`config.mk`:
```
export PLATFORM = sky130hd
export DESIGN_NAME = sdram_burst_colgen
export DESIGN_NICKNAME = d
export VERILOG_FILES = /design/src/rtl/colgen_pkg.sv /design/src/rtl/colgen_len_decode.sv /design/src/rtl/colgen_beat_ctl.sv /design/src/rtl/colgen_addr_form.sv /design/src/rtl/sdram_burst_colgen.sv
export SDC_FILE = /design/constraint.sdc
export NUM_CORES = 1
export LEC_CHECK = 0
export BUFFER_PORTS_ARGS = -buffer_cell sky130_fd_sc_hd__buf_2
export CORE_ASPECT_RATIO = 0.7
export CORE_MARGIN = 2
export CORE_UTILIZATION = 61
export DETAILED_ROUTE_END_ITERATION = 10
export GPL_TIMING_DRIVEN = 0
export PLACE_DENSITY_LB_ADDON = 0.1
export SLEW_MARGIN = 30
export SYNTH_ARGS = -nofsm -noshare
export SYNTH_HDL_FRONTEND = slang
export SYNTH_HIERARCHICAL = 1
export SYNTH_SLANG_ARGS = --single-unit
```
`constraint.sdc`:
```
create_clock -name clk -period 5.8 [get_ports clk]
set_input_delay 0.87 -clock clk [delete_from_list [all_inputs] [get_ports clk]]
set_output_delay 0.87 -clock clk [all_outputs]
set_load 0.02 [all_outputs]
```
`src/rtl/colgen_pkg.sv`:
```
package colgen_pkg;

  typedef enum logic [2:0] {
    BL_ONE   = 3'd0,
    BL_TWO   = 3'd1,
    BL_FOUR  = 3'd2,
    BL_EIGHT = 3'd3,
    BL_PAGE  = 3'd7
  } blen_code_e;

  // log2 of the beat count for fixed lengths; reserved codes act as one beat
  function automatic int unsigned blen_log2(input logic [2:0] code);
    case (code)
      BL_TWO:   return 1;
      BL_FOUR:  return 2;
      BL_EIGHT: return 3;
      default:  return 0;
    endcase
  endfunction

  function automatic logic blen_is_page(input logic [2:0] code);
    return code == BL_PAGE;
  endfunction

endpackage

```
`src/rtl/colgen_len_decode.sv`:
```
module colgen_len_decode
  import colgen_pkg::*;
#(
  parameter int unsigned COL_W = 8
) (
  input  logic [2:0]       blen_i,
  input  logic             ilv_i,
  output logic [COL_W-1:0] wrap_mask_o,
  output logic             page_o,
  output logic             ilv_eff_o
);

  int unsigned lg;

  always_comb begin
    lg     = blen_log2(blen_i);
    page_o = blen_is_page(blen_i);
    for (int i = 0; i < COL_W; i++) begin
      wrap_mask_o[i] = page_o || (i < lg);
    end
    // full page is sequential only
    ilv_eff_o = ilv_i && !page_o;
  end

endmodule

```
`src/rtl/colgen_beat_ctl.sv`:
```
module colgen_beat_ctl #(
  parameter int unsigned COL_W = 8
) (
  input  logic             clk,
  input  logic             rst_n,
  input  logic             start_i,
  input  logic             term_i,
  input  logic [COL_W-1:0] col_i,
  input  logic [COL_W-1:0] mask_d,
  input  logic             page_d,
  input  logic             ilv_d,
  output logic             active_o,
  output logic [COL_W-1:0] cnt_o,
  output logic [COL_W-1:0] base_o,
  output logic [COL_W-1:0] mask_o,
  output logic             ilv_o,
  output logic             page_o,
  output logic             last_o
);

  logic             active_q, ilv_q, page_q;
  logic [COL_W-1:0] cnt_q, base_q, mask_q;

  // named events for the checks
  logic ev_final_beat, ev_cut, ev_restart;

  assign ev_final_beat = active_q && !page_q && (cnt_q == mask_q);
  assign ev_cut        = active_q && term_i && !start_i;
  assign ev_restart    = active_q && start_i;

  always_ff @(posedge clk or negedge rst_n) begin
    if (!rst_n) begin
      active_q <= 1'b0;
      cnt_q    <= '0;
      base_q   <= '0;
      mask_q   <= '0;
      ilv_q    <= 1'b0;
      page_q   <= 1'b0;
    end else if (start_i) begin
      active_q <= 1'b1;
      cnt_q    <= '0;
      base_q   <= col_i;
      mask_q   <= mask_d;
      ilv_q    <= ilv_d;
      page_q   <= page_d;
    end else if (active_q) begin
      if (term_i || ev_final_beat) begin
        active_q <= 1'b0;
      end else begin
        cnt_q <= cnt_q + COL_W'(1);
      end
    end
  end

  assign active_o = active_q;
  assign cnt_o    = cnt_q;
  assign base_o   = base_q;
  assign mask_o   = mask_q;
  assign ilv_o    = ilv_q;
  assign page_o   = page_q;
  assign last_o   = ev_final_beat;

  // an accepted start always yields a beat on the next cycle
  p_start_gives_beat_r9: assert property (@(posedge clk) disable iff (!rst_n)
    start_i |=> active_q);

  // a cut without a start leaves the block idle
  p_term_stops_r8: assert property (@(posedge clk) disable iff (!rst_n)
    ev_cut |=> !active_q);

  // the final beat without a restart is followed by idle
  p_idle_after_last_r7: assert property (@(posedge clk) disable iff (!rst_n)
    (ev_final_beat && !start_i) |=> !active_q);

  // full page never flags a final beat
  p_page_no_last_r6: assert property (@(posedge clk) disable iff (!rst_n)
    (active_q && page_q) |-> !last_o);

  // a running beat that is neither cut nor final advances by one
  p_one_step_r10: assert property (@(posedge clk) disable iff (!rst_n)
    (active_q && !start_i && !term_i && !ev_final_beat)
      |=> (active_q && cnt_q == $past(cnt_q) + COL_W'(1)));

endmodule

```
`src/rtl/colgen_addr_form.sv`:
```
module colgen_addr_form #(
  parameter int unsigned COL_W = 8
) (
  input  logic [COL_W-1:0] base_i,
  input  logic [COL_W-1:0] cnt_i,
  input  logic [COL_W-1:0] mask_i,
  input  logic             ilv_i,
  output logic [COL_W-1:0] col_o
);

  function automatic logic [COL_W-1:0] form_col(
    input logic [COL_W-1:0] base,
    input logic [COL_W-1:0] cnt,
    input logic [COL_W-1:0] mask,
    input logic             ilv
  );
    logic [COL_W-1:0] off;
    if (ilv) off = (base & mask) ^ cnt;
    else     off = ((base & mask) + cnt) & mask;
    return (base & ~mask) | (off & mask);
  endfunction

  assign col_o = form_col(base_i, cnt_i, mask_i, ilv_i);

endmodule

```
`src/rtl/sdram_burst_colgen.sv`:
```
module sdram_burst_colgen #(
  parameter int unsigned COL_W = 8
) (
  input  logic             clk,
  input  logic             rst_n,
  input  logic             start_i,
  input  logic [COL_W-1:0] col_i,
  input  logic [2:0]       blen_i,
  input  logic             ilv_i,
  input  logic             term_i,
  output logic [COL_W-1:0] col_o,
  output logic             valid_o,
  output logic             last_o
);

  logic [COL_W-1:0] mask_d, mask_q, cnt_q, base_q;
  logic             page_d, ilv_d, page_q, ilv_q, active_q, last_q;

  colgen_len_decode #(.COL_W(COL_W)) u_dec (
    .blen_i      (blen_i),
    .ilv_i       (ilv_i),
    .wrap_mask_o (mask_d),
    .page_o      (page_d),
    .ilv_eff_o   (ilv_d)
  );

  colgen_beat_ctl #(.COL_W(COL_W)) u_ctl (
    .clk      (clk),
    .rst_n    (rst_n),
    .start_i  (start_i),
    .term_i   (term_i),
    .col_i    (col_i),
    .mask_d   (mask_d),
    .page_d   (page_d),
    .ilv_d    (ilv_d),
    .active_o (active_q),
    .cnt_o    (cnt_q),
    .base_o   (base_q),
    .mask_o   (mask_q),
    .ilv_o    (ilv_q),
    .page_o   (page_q),
    .last_o   (last_q)
  );

  colgen_addr_form #(.COL_W(COL_W)) u_form (
    .base_i (base_q),
    .cnt_i  (cnt_q),
    .mask_i (mask_q),
    .ilv_i  (ilv_q),
    .col_o  (col_o)
  );

  assign valid_o = active_q;
  assign last_o  = last_q;

  // last only flags a valid beat
  p_last_in_burst_r7: assert property (@(posedge clk) disable iff (!rst_n)
    last_o |-> valid_o);

  // the bits above the wrap block hold while the burst runs on
  p_upper_fixed_r4: assert property (@(posedge clk) disable iff (!rst_n)
    (valid_o && !start_i && !term_i && !last_o)
      |=> ((col_o & ~mask_q) == $past(col_o & ~mask_q)));

  // the first beat shows the captured column
  p_first_beat_r2: assert property (@(posedge clk) disable iff (!rst_n)
    start_i |=> (col_o == $past(col_i)));

endmodule

```
-- After elaboration in Yosys (flattened, before gate mapping)
Index checks and enable logic that the tools add are counted.
- register bits after elaboration: 27
- input port bits: 16
- output and inout port bits: 10
- logic and storage cells: 53
- add/sub/neg operators: 2
- $lt $le $gt $ge: 8
- equality and inequality tests: 6
- multiplexer cells: 8
- bitwise operators: 7
- reduce and logical (&&, ||, !) cells: 16
- operators with widths (cell ; count):
    8-bit AND ; 4
    8-bit two-way mux ; 4
    3-bit by 2-bit < comparator with 1-bit output, first input constant ; 4
    1-bit logical OR ; 9
    8-bit by 1-bit adder with 8-bit output, second input constant ; 1
    8-bit adder ; 1
    8-bit == test ; 1
    8-bit NOT ; 1
    8-bit OR ; 1
    8-bit XOR ; 1
    3-bit by 2-bit == test with 1-bit output, second input constant ; 2
    2-bit one-hot mux with 3 select lines ; 1
    1-bit by 2-bit < comparator with 1-bit output, first input constant ; 2
    2-bit < comparator, first input constant ; 2
    3-bit by 1-bit == test with 1-bit output, second input constant ; 1
    3-bit == test, second input constant ; 1
    1-bit logical AND ; 3
    1-bit two-way mux ; 3
    1-bit logical NOT ; 2
    2-bit != test, second input constant ; 1
    2-bit AND reduction ; 1
    2-bit nonzero test ; 1

-- Longest topological paths before layout
- depth in word-level cells: 7
- depth in mapped cells: 8
- mapped depth without buffers: 8

-- Hierarchy
Netlist, hierarchy kept.
- modules (own cells, without submodules) (module ; times used ; cells each ; area each (um2) ; sequential area each (um2)):
    colgen_beat_ctl ; 1 ; 95 ; 1239.9 ; 675.6
    colgen_addr_form ; 1 ; 61 ; 459.2 ; 0.0
    colgen_len_decode ; 1 ; 11 ; 82.6 ; 0.0

-- Worst setup path before layout
No wires, ideal clock.
- path kind: register to output
- start: reg u_ctl.mask_q[3] (netlist: u_ctl/mask_o[3])
- end: out col_o[7]
- arrival: 2.126 ns
- required time: 4.930 ns
- path slack: 2.804 ns
- stages on the path, launching flop included: 8
- path buffers: 0
- cells stage by stage: dfrtp_1 > and2_1 > ha_1 > and3_1 > a221o_1 > nor4_1 > o31ai_2 > xnor2_1
- longest elaborated chain between the ends: 6
- RTL lines (item ; line ; text):
    start: declaration ; colgen_beat_ctl.sv:22 ; logic [COL_W-1:0] cnt_q, base_q, mask_q;
    start signal: assignment ; colgen_beat_ctl.sv:43 ; mask_q <= mask_d;
    8-bit AND ; colgen_addr_form.sv:19 ; else off = ((base & mask) + cnt) & mask;
    8-bit adder ; colgen_addr_form.sv:19 ;
    8-bit AND ; colgen_addr_form.sv:19 ;
    8-bit two-way mux ; colgen_addr_form.sv:18 ; if (ilv) off = (base & mask) ^ cnt;
    8-bit AND ; colgen_addr_form.sv:20 ; return (base & ~mask) | (off & mask);
    8-bit OR ; colgen_addr_form.sv:20 ;
    end: declaration ; sdram_burst_colgen.sv:11 ; output logic [COL_W-1:0] col_o,
Every way passes these cells.

-- Worst setup path after layout
- start: reg u_ctl.mask_q[0] (netlist: u_ctl/mask_o[0])
- end: out col_o[6]
The elaborated chain is that of the path after synthesis.

==> results.sh <==
export IMPL_outcome="completed"
export IMPL_timing_final_crit_share=0.5955
export IMPL_drcViolationCount=0
export IMPL_ys_types=43
export IMPL_skew_ns=0.005967
export IMPL_ys_warn_count=6
export IMPL_areaGrowthSynthToFinish_pct=11.80
export IMPL_grt_total_usage=0.2393
export IMPL_routed_via_count=1340
export IMPL_routabilityCongestion=0.8491
export IMPL_critPathSlowestCell="dfrtp_1"
export IMPL_drive_gt1_frac=0.3436
export IMPL_worstHoldPathType="reg2reg"
export IMPL_final_cells=231
export IMPL_clock_latency_ns=0.27
export IMPL_core_area_sq_um=2783
export IMPL_synth_seq_area_share=0.3792
export IMPL_clk_pin_slew_ns=0.09
export IMPL_dr_pass1_iters=4
export IMPL_slowest_delay_ns=0.43
export IMPL_num_rows=16
export IMPL_crit_buf_inv=1
export IMPL_clock_root_buffer="clkbuf_8"
export IMPL_grt_max_degree=28
export IMPL_netlist_area_sq_um=1782
export IMPL_powerDensity_nw_per_um2=211.7
export IMPL_die_area_sq_um=3376
export IMPL_required_ns=4.93
export IMPL_path_cells="and2_1 -> ha_1 -> fa_1 -> a211oi_1 -> nor3_1 -> a31oi_1 -> xnor2_1 -> mux2_2 -> buf_2"
export IMPL_die_w_um=68.60
export IMPL_grt_overflow=0
export IMPL_cts_htree_levels=1
export IMPL_cpLargestDelayFamily="adder cells"
export IMPL_finalHoldViolations=0
export IMPL_dp_cells=227
export IMPL_final_nets=221
export IMPL_start_util=0.6403
export IMPL_crit_path_end_kind="primary output"
export IMPL_relSlewSlack=0.5784
export IMPL_max_freq_ghz=0.2895
export IMPL_cts_tree="done"
export IMPL_via_per_inst=5.801
export IMPL_cp_max_fo=4
export IMPL_drt_iter0_markers=69
export IMPL_fin_tns_setup_ns=0
export IMPL_drv_cap=0
export IMPL_synth_seq_cells=27
export IMPL_synth_nets=192
export IMPL_slew_violations=0
export IMPL_syn_inst=167
export IMPL_post_drt_wl_per_cell_um=15.42
export IMPL_port_buffers=24
export IMPL_synth_top_cell_by_area="dfrtp_1"
export IMPL_antenna_left=0
export IMPL_ys_async_sr_fraction=1.000
export IMPL_antenna_cells=0
export IMPL_leakage_nw=0.9035
export IMPL_worst_pin_slew_ns=0.6286
export IMPL_avgSynthCellArea_sq_um=10.67
export IMPL_drt_wl_total_um=3563
export IMPL_arrival_ns=2.58
export IMPL_synth_top_area_share=0.3792
export IMPL_ctsHoldBuffers=0
export IMPL_cts_made_buffers=3
export IMPL_post_cts_setup_buffer_count=0
export IMPL_cts_sinks=27
export IMPL_synthTopCellsByArea="dfrtp_1 (38%), mux2_2 (13%), xnor2_1 (6.4%), ha_1 (5.6%), a21oi_1 (3.9%)"
export IMPL_antenna_found_initial=0
export IMPL_synth_edff_count=0
export IMPL_irDropWorstVdd_uv=154.3
export IMPL_crit_type="reg2out"
export IMPL_rsz0062_at_grt="false"
export IMPL_min_period_ns=3.454
export IMPL_grt_pass1_vias=1309
export IMPL_ioPinCount=26
export IMPL_startpoint_type="flip-flop"
export IMPL_grt_pass1_wl_um=6030
export IMPL_ctsResizeCount=0
export IMPL_finalSetupViolations=0
export IMPL_die_h_um=49.22
export IMPL_clock_path_buffers=2
export IMPL_synth_main_ff_cell="dfrtp_1"
export IMPL_hpwlAfterDp_um=2652
-- power by group --
group,internal [mW],leakage (nW),total [mW],switching (mW)
Clock,0.0492,0.0228,0.107,0.0578
Combinational,0.0462,0.536,0.0991,0.0529
Sequential,0.201,0.345,0.215,0.0141
Total,0.297,0.903,0.422,0.125
-- cells by family (layout without fill, tap and decap cells) --
| family | Yosys count | count (layout) | share of synthesized area |
|---|---|---|---|
| AND/OR/NAND/NOR | 47 | 47 | 0.1636 |
| AO/OA/AOI/OAI | 30 | 30 | 0.1131 |
| flip-flops | 27 | 27 | 0.3792 |
| multiplexers | 23 | 23 | 0.1440 |
| XOR/XNOR | 15 | 15 | 0.07374 |
| buffers and inverters | 15 | 43 | 0.05266 |
| adder cells (fa/ha/maj) | 10 | 10 | 0.07374 |
-- synthesized netlist by cell type (all sizes together), types with 2 or more instances --
cell   number
mux2       21
or4         2
ha          8
o21ai       4
and3        3
buf         8
nor3        3
and2        8
xor2        2
mux2i       2
dfrtp      27
nor2b       3
inv         6
or3         3
xnor2      13
nor2       11
nand3       6
a21oi      14
o31ai       4
nand2       2
-- metal layers --
layer / GRT usage / vias up / wire length [um] / share of wire
li1: - / 650 / - / -
met1: 0.3259 / 654 / 1683 / 0.47
met2: 0.3958 / 32 / 1718 / 0.48
met3: 0.05543 / 4 / 146 / 0.041
met4: 0.03000 / 0 / 14 / 0.0039
met5: 0 / - / 0 / 0
-- cells in the final DEF, fill, tap and decap left out, drive strengths merged, types with 6 or more instances in the layout --
cell type / n
a21oi: 14
and2: 8
buf: 32
dfrtp: 27
ha: 8
inv: 6
mux2: 21
nand3: 6
nor2: 11
xnor2: 13
-- through the flow --
stage                     hold WS [ns]  setup WS (ns)  cell area [sq um]  power, mW  utilization
after CTS                       0.5113          2.343               1992     0.4266       0.7158
after global routing            0.5251          2.142               1992     0.4430       0.7158
after floorplan                 0.4714          2.804               1782     0.2880            -
after global placement          0.4813          2.723               1947     0.3149       0.6996
final                           0.5083          2.346               1992     0.4216       0.7158
after detailed placement        0.4887          2.687               1947     0.3186       0.6996
-- area by class of cell --
cell class / instances / area, sq um
Clock buffer: 4 / 45.04
Fill cell: 218 / 790.8
Multi-Input combinational cell: 125 / 1012
Tap cell: 36 / 45.04
Buffer: 9 / 71.32
Sequential cell: 27 / 675.6
Inverter: 6 / 22.52
Timing Repair Buffer: 24 / 120.1
-- final timing paths --
check                                start               to  slack, ns  cells past startpoint
setup / recovery           u_ctl/mask_o[0]         col_o[6]       2.35                      9
hold / removal                u_ctl/page_o     u_ctl/page_o       0.51                      1
setup reg to reg            u_ctl/cnt_o[2]   u_ctl/cnt_o[3]       3.88                      5
hold reg to reg               u_ctl/page_o     u_ctl/page_o       0.51                      1
max in group asynchronous            rst_n  u_ctl/base_o[5]       4.81                      1
min in group asynchronous            rst_n  u_ctl/mask_o[2]       0.59                      1
-- flip-flops by register name (all words and copies together), names as in the netlist --
name and cells:
u_ctl/ilv_o 1, u_ctl/base_o 8, u_ctl/page_o 1, u_ctl/active_o 1, u_ctl/cnt_o 8, u_ctl/mask_o 8
Power figures use the tool's default switching activity.
